**src/rtl/pmc_pkg.sv**
```systemverilog
package pmc_pkg;
  typedef enum logic [1:0] {
    PM_RUN   = 2'd0,
    PM_IDLE  = 2'd1,
    PM_PDOWN = 2'd2
  } pm_state_e;
endpackage

```
**src/rtl/pmc_rst_sync.sv**
```systemverilog
module pmc_rst_sync #(
  parameter int STAGES = 2
) (
  input  logic clk,
  input  logic arst_n,
  output logic rst_n_o
);
  logic [STAGES-1:0] chain_q;

  always_ff @(posedge clk or negedge arst_n) begin
    if (!arst_n) chain_q <= '0;
    else         chain_q <= {chain_q[STAGES-2:0], 1'b1};
  end

  assign rst_n_o = chain_q[STAGES-1];
endmodule

```
**src/rtl/pmc_ctrl_reg.sv**
```systemverilog
module pmc_ctrl_reg
  import pmc_pkg::*;
#(
  parameter int REG_W   = 8,
  parameter int IDL_POS = 0,
  parameter int PD_POS  = 1
) (
  input  logic             clk,
  input  logic             rst_n,
  input  logic             wr_en,
  input  logic [REG_W-1:0] wr_data,
  input  logic             irq_pending,
  input  pm_state_e        state_q,
  output logic             sleep_q,
  output logic             halt_q
);
  logic accept, wake, sleep_d, halt_d;

  assign accept = wr_en && (state_q == PM_RUN);
  assign wake   = irq_pending && (state_q == PM_IDLE);

  always_comb begin
    sleep_d = sleep_q;
    halt_d  = halt_q;
    if (accept) begin
      sleep_d = wr_data[IDL_POS];
      halt_d  = wr_data[PD_POS];
    end else if (wake) begin
      sleep_d = 1'b0;
    end
  end

  always_ff @(posedge clk or negedge rst_n) begin
    if (!rst_n) begin
      sleep_q <= 1'b0;
      halt_q  <= 1'b0;
    end else begin
      sleep_q <= sleep_d;
      halt_q  <= halt_d;
    end
  end

  // nothing alters the register during halt
  assert_halt_reg_stable_R6: assert property (@(posedge clk) disable iff (!rst_n)
    (state_q == PM_PDOWN) |=> ($stable(sleep_q) && $stable(halt_q)));

  // a write presented in sleep without a wake is dropped
  assert_idle_write_ignored_R7: assert property (@(posedge clk) disable iff (!rst_n)
    (state_q == PM_IDLE && !irq_pending) |=> ($stable(sleep_q) && $stable(halt_q)));

  // waking clears the sleep bit
  assert_wake_clears_sleep_R5: assert property (@(posedge clk) disable iff (!rst_n)
    (state_q == PM_IDLE && irq_pending) |=> !sleep_q);
endmodule

```
**src/rtl/pmc_fsm.sv**
```systemverilog
module pmc_fsm
  import pmc_pkg::*;
(
  input  logic      clk,
  input  logic      rst_n,
  input  logic      wr_en,
  input  logic      wr_sleep,
  input  logic      wr_halt,
  input  logic      irq_pending,
  output pm_state_e state_q,
  output pm_state_e state_d
);
  always_comb begin
    state_d = state_q;
    unique case (state_q)
      PM_RUN: begin
        if (wr_en) begin
          if (wr_halt)       state_d = PM_PDOWN;
          else if (wr_sleep) state_d = PM_IDLE;
        end
      end
      PM_IDLE:  if (irq_pending) state_d = PM_RUN;
      PM_PDOWN: state_d = PM_PDOWN;
      default:  state_d = PM_RUN;
    endcase
  end

  always_ff @(posedge clk or negedge rst_n) begin
    if (!rst_n) state_q <= PM_RUN;
    else        state_q <= state_d;
  end

  // halt is absorbing until reset
  assert_halt_sticky_R8: assert property (@(posedge clk) disable iff (!rst_n)
    (state_q == PM_PDOWN) |=> (state_q == PM_PDOWN));

  // halt bit has priority over sleep bit
  assert_halt_priority_R4: assert property (@(posedge clk) disable iff (!rst_n)
    (state_q == PM_RUN && wr_en && wr_halt) |=> (state_q == PM_PDOWN));

  // interrupt in running state does not move the state
  assert_run_irq_noeffect_R9: assert property (@(posedge clk) disable iff (!rst_n)
    (state_q == PM_RUN && !wr_en) |=> (state_q == PM_RUN));
endmodule

```
**src/rtl/pmc_gate.sv**
```systemverilog
module pmc_gate
  import pmc_pkg::*;
(
  input  logic      clk,
  input  logic      rst_n,
  input  pm_state_e state_d,
  input  pm_state_e state_q,
  input  logic      irq_pending,
  output logic      cpu_clk_en,
  output logic      per_clk_en,
  output logic      osc_en
);
  logic cpu_d, per_d, osc_d;

  always_comb begin
    cpu_d = 1'b1;
    per_d = 1'b1;
    osc_d = 1'b1;
    unique case (state_d)
      PM_IDLE:  cpu_d = 1'b0;
      PM_PDOWN: begin
        cpu_d = 1'b0;
        per_d = 1'b0;
        osc_d = 1'b0;
      end
      default: ;
    endcase
  end

  always_ff @(posedge clk or negedge rst_n) begin
    if (!rst_n) begin
      cpu_clk_en <= 1'b1;
      per_clk_en <= 1'b1;
      osc_en     <= 1'b1;
    end else begin
      cpu_clk_en <= cpu_d;
      per_clk_en <= per_d;
      osc_en     <= osc_d;
    end
  end

  // with the oscillator off, no downstream clock may be enabled
  assert_osc_off_all_off_R4: assert property (@(posedge clk) disable iff (!rst_n)
    !osc_en |-> (!cpu_clk_en && !per_clk_en));

  // peripherals run whenever the oscillator runs
  assert_per_follows_osc_R3: assert property (@(posedge clk) disable iff (!rst_n)
    osc_en |-> per_clk_en);

  // wake from sleep restores the CPU clock at the next edge
  assert_wake_cpu_on_R5: assert property (@(posedge clk) disable iff (!rst_n)
    (state_q == PM_IDLE && irq_pending) |=> cpu_clk_en);
endmodule

```
**src/rtl/pwr_mode_ctrl.sv**
```systemverilog
module pwr_mode_ctrl
  import pmc_pkg::*;
#(
  parameter int REG_W       = 8,
  parameter int IDL_POS     = 0,
  parameter int PD_POS      = 1,
  parameter int SYNC_STAGES = 2
) (
  input  logic             clk,
  input  logic             rst_n,
  input  logic             wr_en,
  input  logic [REG_W-1:0] wr_data,
  input  logic             irq_pending,
  output logic             cpu_clk_en,
  output logic             per_clk_en,
  output logic             osc_en,
  output logic [REG_W-1:0] ctl_q
);
  logic      rst_n_s;
  logic      sleep_q, halt_q;
  pm_state_e state_q, state_d;

  pmc_rst_sync #(.STAGES(SYNC_STAGES)) u_rst (
    .clk     (clk),
    .arst_n  (rst_n),
    .rst_n_o (rst_n_s)
  );

  pmc_ctrl_reg #(.REG_W(REG_W), .IDL_POS(IDL_POS), .PD_POS(PD_POS)) u_reg (
    .clk         (clk),
    .rst_n       (rst_n_s),
    .wr_en       (wr_en),
    .wr_data     (wr_data),
    .irq_pending (irq_pending),
    .state_q     (state_q),
    .sleep_q     (sleep_q),
    .halt_q      (halt_q)
  );

  pmc_fsm u_fsm (
    .clk         (clk),
    .rst_n       (rst_n_s),
    .wr_en       (wr_en),
    .wr_sleep    (wr_data[IDL_POS]),
    .wr_halt     (wr_data[PD_POS]),
    .irq_pending (irq_pending),
    .state_q     (state_q),
    .state_d     (state_d)
  );

  pmc_gate u_gate (
    .clk         (clk),
    .rst_n       (rst_n_s),
    .state_d     (state_d),
    .state_q     (state_q),
    .irq_pending (irq_pending),
    .cpu_clk_en  (cpu_clk_en),
    .per_clk_en  (per_clk_en),
    .osc_en      (osc_en)
  );

  always_comb begin
    ctl_q          = '0;
    ctl_q[IDL_POS] = sleep_q;
    ctl_q[PD_POS]  = halt_q;
  end

  // only the two mode bits can ever be set
  assert_upper_zero_R2: assert property (@(posedge clk) disable iff (!rst_n_s)
    $countones(ctl_q) == $countones({sleep_q, halt_q}));
endmodule

```
**config.mk**
```make
export PLATFORM = sky130hd
export DESIGN_NAME = pwr_mode_ctrl
export DESIGN_NICKNAME = d
export VERILOG_FILES = /design/src/rtl/pmc_pkg.sv /design/src/rtl/pmc_rst_sync.sv /design/src/rtl/pmc_ctrl_reg.sv /design/src/rtl/pmc_fsm.sv /design/src/rtl/pmc_gate.sv /design/src/rtl/pwr_mode_ctrl.sv
export SDC_FILE = /design/constraint.sdc
export NUM_CORES = 1
export LEC_CHECK = 0
export BUFFER_PORTS_ARGS = -buffer_cell sky130_fd_sc_hd__buf_2
export CAP_MARGIN = 20
export CORE_AREA = 8 8 45 47
export DETAILED_ROUTE_END_ITERATION = 10
export DIE_AREA = 0 0 53 55
export GPL_ROUTABILITY_DRIVEN = 0
export PLACE_DENSITY_LB_ADDON = 0.25
export SLEW_MARGIN = 20
export SYNTH_ARGS = -nofsm -noshare
export SYNTH_HDL_FRONTEND = slang
export SYNTH_SLANG_ARGS = --single-unit
```
**constraint.sdc**
```tcl
create_clock -name clk -period 1.7 [get_ports clk]
set_input_delay 0.425 -clock clk [delete_from_list [all_inputs] [get_ports clk]]
set_output_delay 0.425 -clock clk [all_outputs]
set_load 0.05 [all_outputs]
```
## Word-level counts from Yosys, hierarchy flattened

Cells that the tools add are included.

| operators by class | value |
|---|---|
| equal/unequal tests | 4 |
| muxes and demuxes | 9 |
| reductions and logical operators | 5 |

Operator list:

| operator | count |
|---|---|
| 2-bit 2-to-1 mux | 4 |
| 2-bit case mux with 3 select lines | 1 |
| 2-bit by 1-bit equality test with 1-bit output, second input constant | 2 |
| 2-bit equality test, second input constant | 2 |
| 1-bit 2-to-1 mux | 4 |
| 1-bit logical AND | 2 |
| 2-bit logical NOT | 1 |
| 2-bit nonzero test | 1 |
| 2-bit OR reduction | 1 |

| storage, ports and cells | value |
|---|---|
| register bits | 8 |
| bits of input ports | 12 |
| output and inout port bits | 11 |
| word-level logic and storage cells | 24 |

## Longest topological paths before layout

| logic depth | value |
|---|---|
| depth in word-level cells | 7 |
| depth in mapped cells | 5 |

## Cells and area by module

A second synthesis with hierarchy kept.

| unflattened totals | value |
|---|---|
| cell total of the unflattened synthesis | 35 |
| area total of the unflattened synthesis | 391.6 sq um |

By module, submodules not included:

| module | times used | cells each | area an instance (sq um) |
|---|---|---|---|
| pmc_ctrl_reg | 1 | 10 | 112.6 |
| pmc_fsm | 1 | 7 | 81.3 |
| pmc_gate | 1 | 6 | 80.1 |
| pwr_mode_ctrl | 1 | 9 | 63.8 |
| pmc_rst_sync | 1 | 3 | 53.8 |

## Worst setup path before layout

Ideal clock, no wire load.

| timing | value |
|---|---|
| path kind | reg2out |
| start | register u_gate.per_clk_en |
| end | output port per_clk_en |
| arrival time | 917 ps |
| data required time | 1275 ps |
| path slack | 358 ps |
| cell stages (with the launch flop) | 2 |
| buffers on the path | 1 |
| cells stage by stage | dfstp_2 -> buf_4 |

RTL lines:

| element | RTL line | source |
|---|---|---|
| from (decl) | pmc_gate.sv:10 | `output logic per_clk_en,` |
| from (signal assigned) | pmc_gate.sv:37 | `per_clk_en <= per_d;` |
| to (decl) | pwr_mode_ctrl.sv:15 | `output logic per_clk_en,` |

No word-level cell between the ends.

## Worst setup path in the final report

| timing | value |
|---|---|
| start | register u_gate.per_clk_en |
| end | output port per_clk_en |

No word-level cell between the ends.

==> reports/results.ini <==
[yosys]
synth_area_leaders=dfrtp_1 39%, buf_4 17%, dfstp_2 14%
syn_area_um2=388
avgSynthCellArea_um2=11.4
synth_warnings=0
yosysTopAreaCell=dfrtp_1
yosysUniqueCellTypes=16
synthCells=34
seq_area_frac_synth_pct=52.3
ys_ff_latch=8
netlist.area_leader.share_pct=38.7

[global_routing]
grt_antenna_before_repair=0
track_usage_pct=4.62
overflow=0
grt_pass1_wl_um=945
grt_pass1_vias=238
grt_max_degree=7

[route]
drtPass1Iterations=2
drt_iter0_drc=2
avgViaCountPerCell=3.87
drc=0
finalWirelength_um=612
antenna_left=0
drt-wirelength-per-cell_um=10.2
via_count=232

[clock_tree]
hold_buffers=1
htreeDepth=1
cts_setup_buffers=0
clock_sinks=8
cts.clk_slew.worst_paths_ns=0.05
cts_resized=0
clockBufferDepth=2
cts-root-buf=clkbuf_4
numCtsBuffers=3
cts_tree=yes
clock_latency_ns=0.25

[timing]
finalSetupViolCount=0
fmax_mhz=692
fin_setup_tns_ns=0
min_period_ns=1.45
hold_viol_final=0
rsz0062_at_grt=no
drv_slew=0
fin_crit_sh_pct=85.1
finalClockSkew_ns=0.000453

[setup_path]
r2r_slack_ns=0.41
r2r_end=u_gate.cpu_clk_en
worstPathCellList=buf_2
crit_path_start_kind=flop
r2r_start=u_fsm.state_q[0]
cp.required_ns=1.27
worstPathMaxFanout=2
r2r_cells=4
critPathMaxStageDelay_ns=0.52
critPathKind=reg -> out
crit_family=flip-flops
slowest_stage=dfstp_2
arrival_ns=1.02
path_buf_inv=1
endpoint_kind=output port

[cells_and_area]
post_route_cells_drive_above_1_share_pct=40.9
multi_input_area_um2=133
area.growth.synth_to_final_pct=13.9
nNetsFinal=59
design_area_um2=442
nFillCells=147
antenna_cells=0
seqCellArea_um2=203

[floorplan]
rows=14
die_width_um=53
dieArea_um2=2920
dieHeight_um=55
boundaryPins=23
core-area_um2=1380
start_util_pct=28.0

[placement]
io_buffers=10
hpwl_um=520
placed_cell_area_um2=409

[pwr]
seqPwrFrac_pct=46.0
vdd_drop_max_mv=0.502
p_sw_w=0.000158
comb_power_share_pct=24.3
leakagePower_nw=0.221
switching_share_pct=33.6
internal_power_w=0.000313
powerDensity_nw_per_um2=1070
clkPwrFrac_pct=29.7

[status]
status=finished, final reports clean

[job]
maxCapViolations=0

[hold_path]
hp-class=reg -> async

[how the worst max path moves through the flow]
stage                      startpoint                end  cells after the start
finish              u_gate.per_clk_en         per_clk_en                      1
global route        u_gate.per_clk_en         per_clk_en                      1
CTS                 u_gate.per_clk_en         per_clk_en                      1
detailed placement         wr_data[1]  u_gate.cpu_clk_en                      5
global placement           wr_data[1]  u_gate.cpu_clk_en                      5
floorplan           u_gate.per_clk_en         per_clk_en                      1
[per-stage QoR]
step / hold WS [ns] / utilization (%) / cells / worst slack [ns] / total power [W]
3_3_place_gp: 0.101 / 29.6 / 56 / 0.282 / 0.000332
6_report: 0.0902 / 31.9 / 60 / 0.254 / 0.000471
5_1_grt: 0.122 / 31.9 / 60 / 0.225 / 0.000493
3_5_place_dp: 0.0956 / 29.6 / 56 / 0.284 / 0.000333
2_1_floorplan: 0.0662 / - / 39 / 0.358 / 0.000337
4_1_cts: 0.101 / 31.9 / 60 / 0.238 / 0.000482
[Yosys cell counts, drive strengths merged]
| library cell | n |
|---|---|
| or2 | 1 |
| dfrtp | 6 |
| and4bb | 1 |
| buf | 9 |
| dfstp | 2 |
| ha | 1 |
| o21ai | 2 |
| inv | 1 |
| and2b | 1 |
| nor3b | 1 |
| nor2 | 3 |
| mux2 | 1 |
| a21oi | 1 |
| nor2b | 1 |
| mux2i | 1 |
| conb | 2 |
[state kept, by name, summed over array words and instances (netlist names)]
signal,count
u_fsm.state_q,2
u_rst.chain_q,2
u_gate.cpu_clk_en,1
u_gate.per_clk_en,1
u_reg.halt_q,1
u_reg.sleep_q,1
[logic make-up (layout without fill, tap and decap cells)]
logic type | after synthesis | in the layout | share of synthesized area, %
AOI/OAI and AO/OA | 3 | 3 | 3.87
adders and majority gates | 1 | 1 | 3.23
buffers and inverters | 10 | 15 | 18.4
DFF | 8 | 8 | 52.3
muxes | 2 | 2 | 5.48
other | 2 | 7 | 1.94
and+or+nand+nor | 8 | 8 | 14.8
[layer usage]
layer	vias up	share of wire [%]	GRT usage (%)
li1	112	-	-
met1	109	34	3.57
met2	11	49	8.20
met3	0	17	4.28
met4	0	0	1.29
met5	-	0	0
[layout by cell type (no fill, tap or decap)]
cell type,Yosys,layout
and2b_2,1,1
mux2_2,1,1
inv_1,1,1
mux2i_1,1,1
dfrtp_1,6,6
a21oi_1,1,1
conb_1,2,7
or2_1,1,1
clkbuf_4,0,3
dfstp_2,2,2
dlygate4sd3_1,0,1
nor3b_2,1,1
o21ai_0,2,2
nor2b_1,1,1
buf_2,0,10
nor2_1,3,3
ha_1,1,1
and4bb_1,1,1
[final cells by class]
| type | instances | share of cell area, % |
|---|---|---|
| Timing Repair Buffer | 11 | 13.6 |
| Inverter | 1 | 0.850 |
| Multi-Input combinational cell | 21 | 30.0 |
| Sequential cell | 8 | 45.9 |
| Tap cell | 16 | 4.53 |
| Clock buffer | 3 | 5.10 |
[power by group through the flow]
stage	Sequential, W	Combinational (W)	Clock (W)
finish	0.000217	0.000114	0.000140
global route	0.000220	0.000118	0.000155
CTS	0.000216	0.000115	0.000151
detailed placement	0.000220	0.000113	0
global placement	0.000218	0.000114	0
floorplan	0.000218	0.000119	0
No activity file was read; power rests on OpenSTA's default activity.
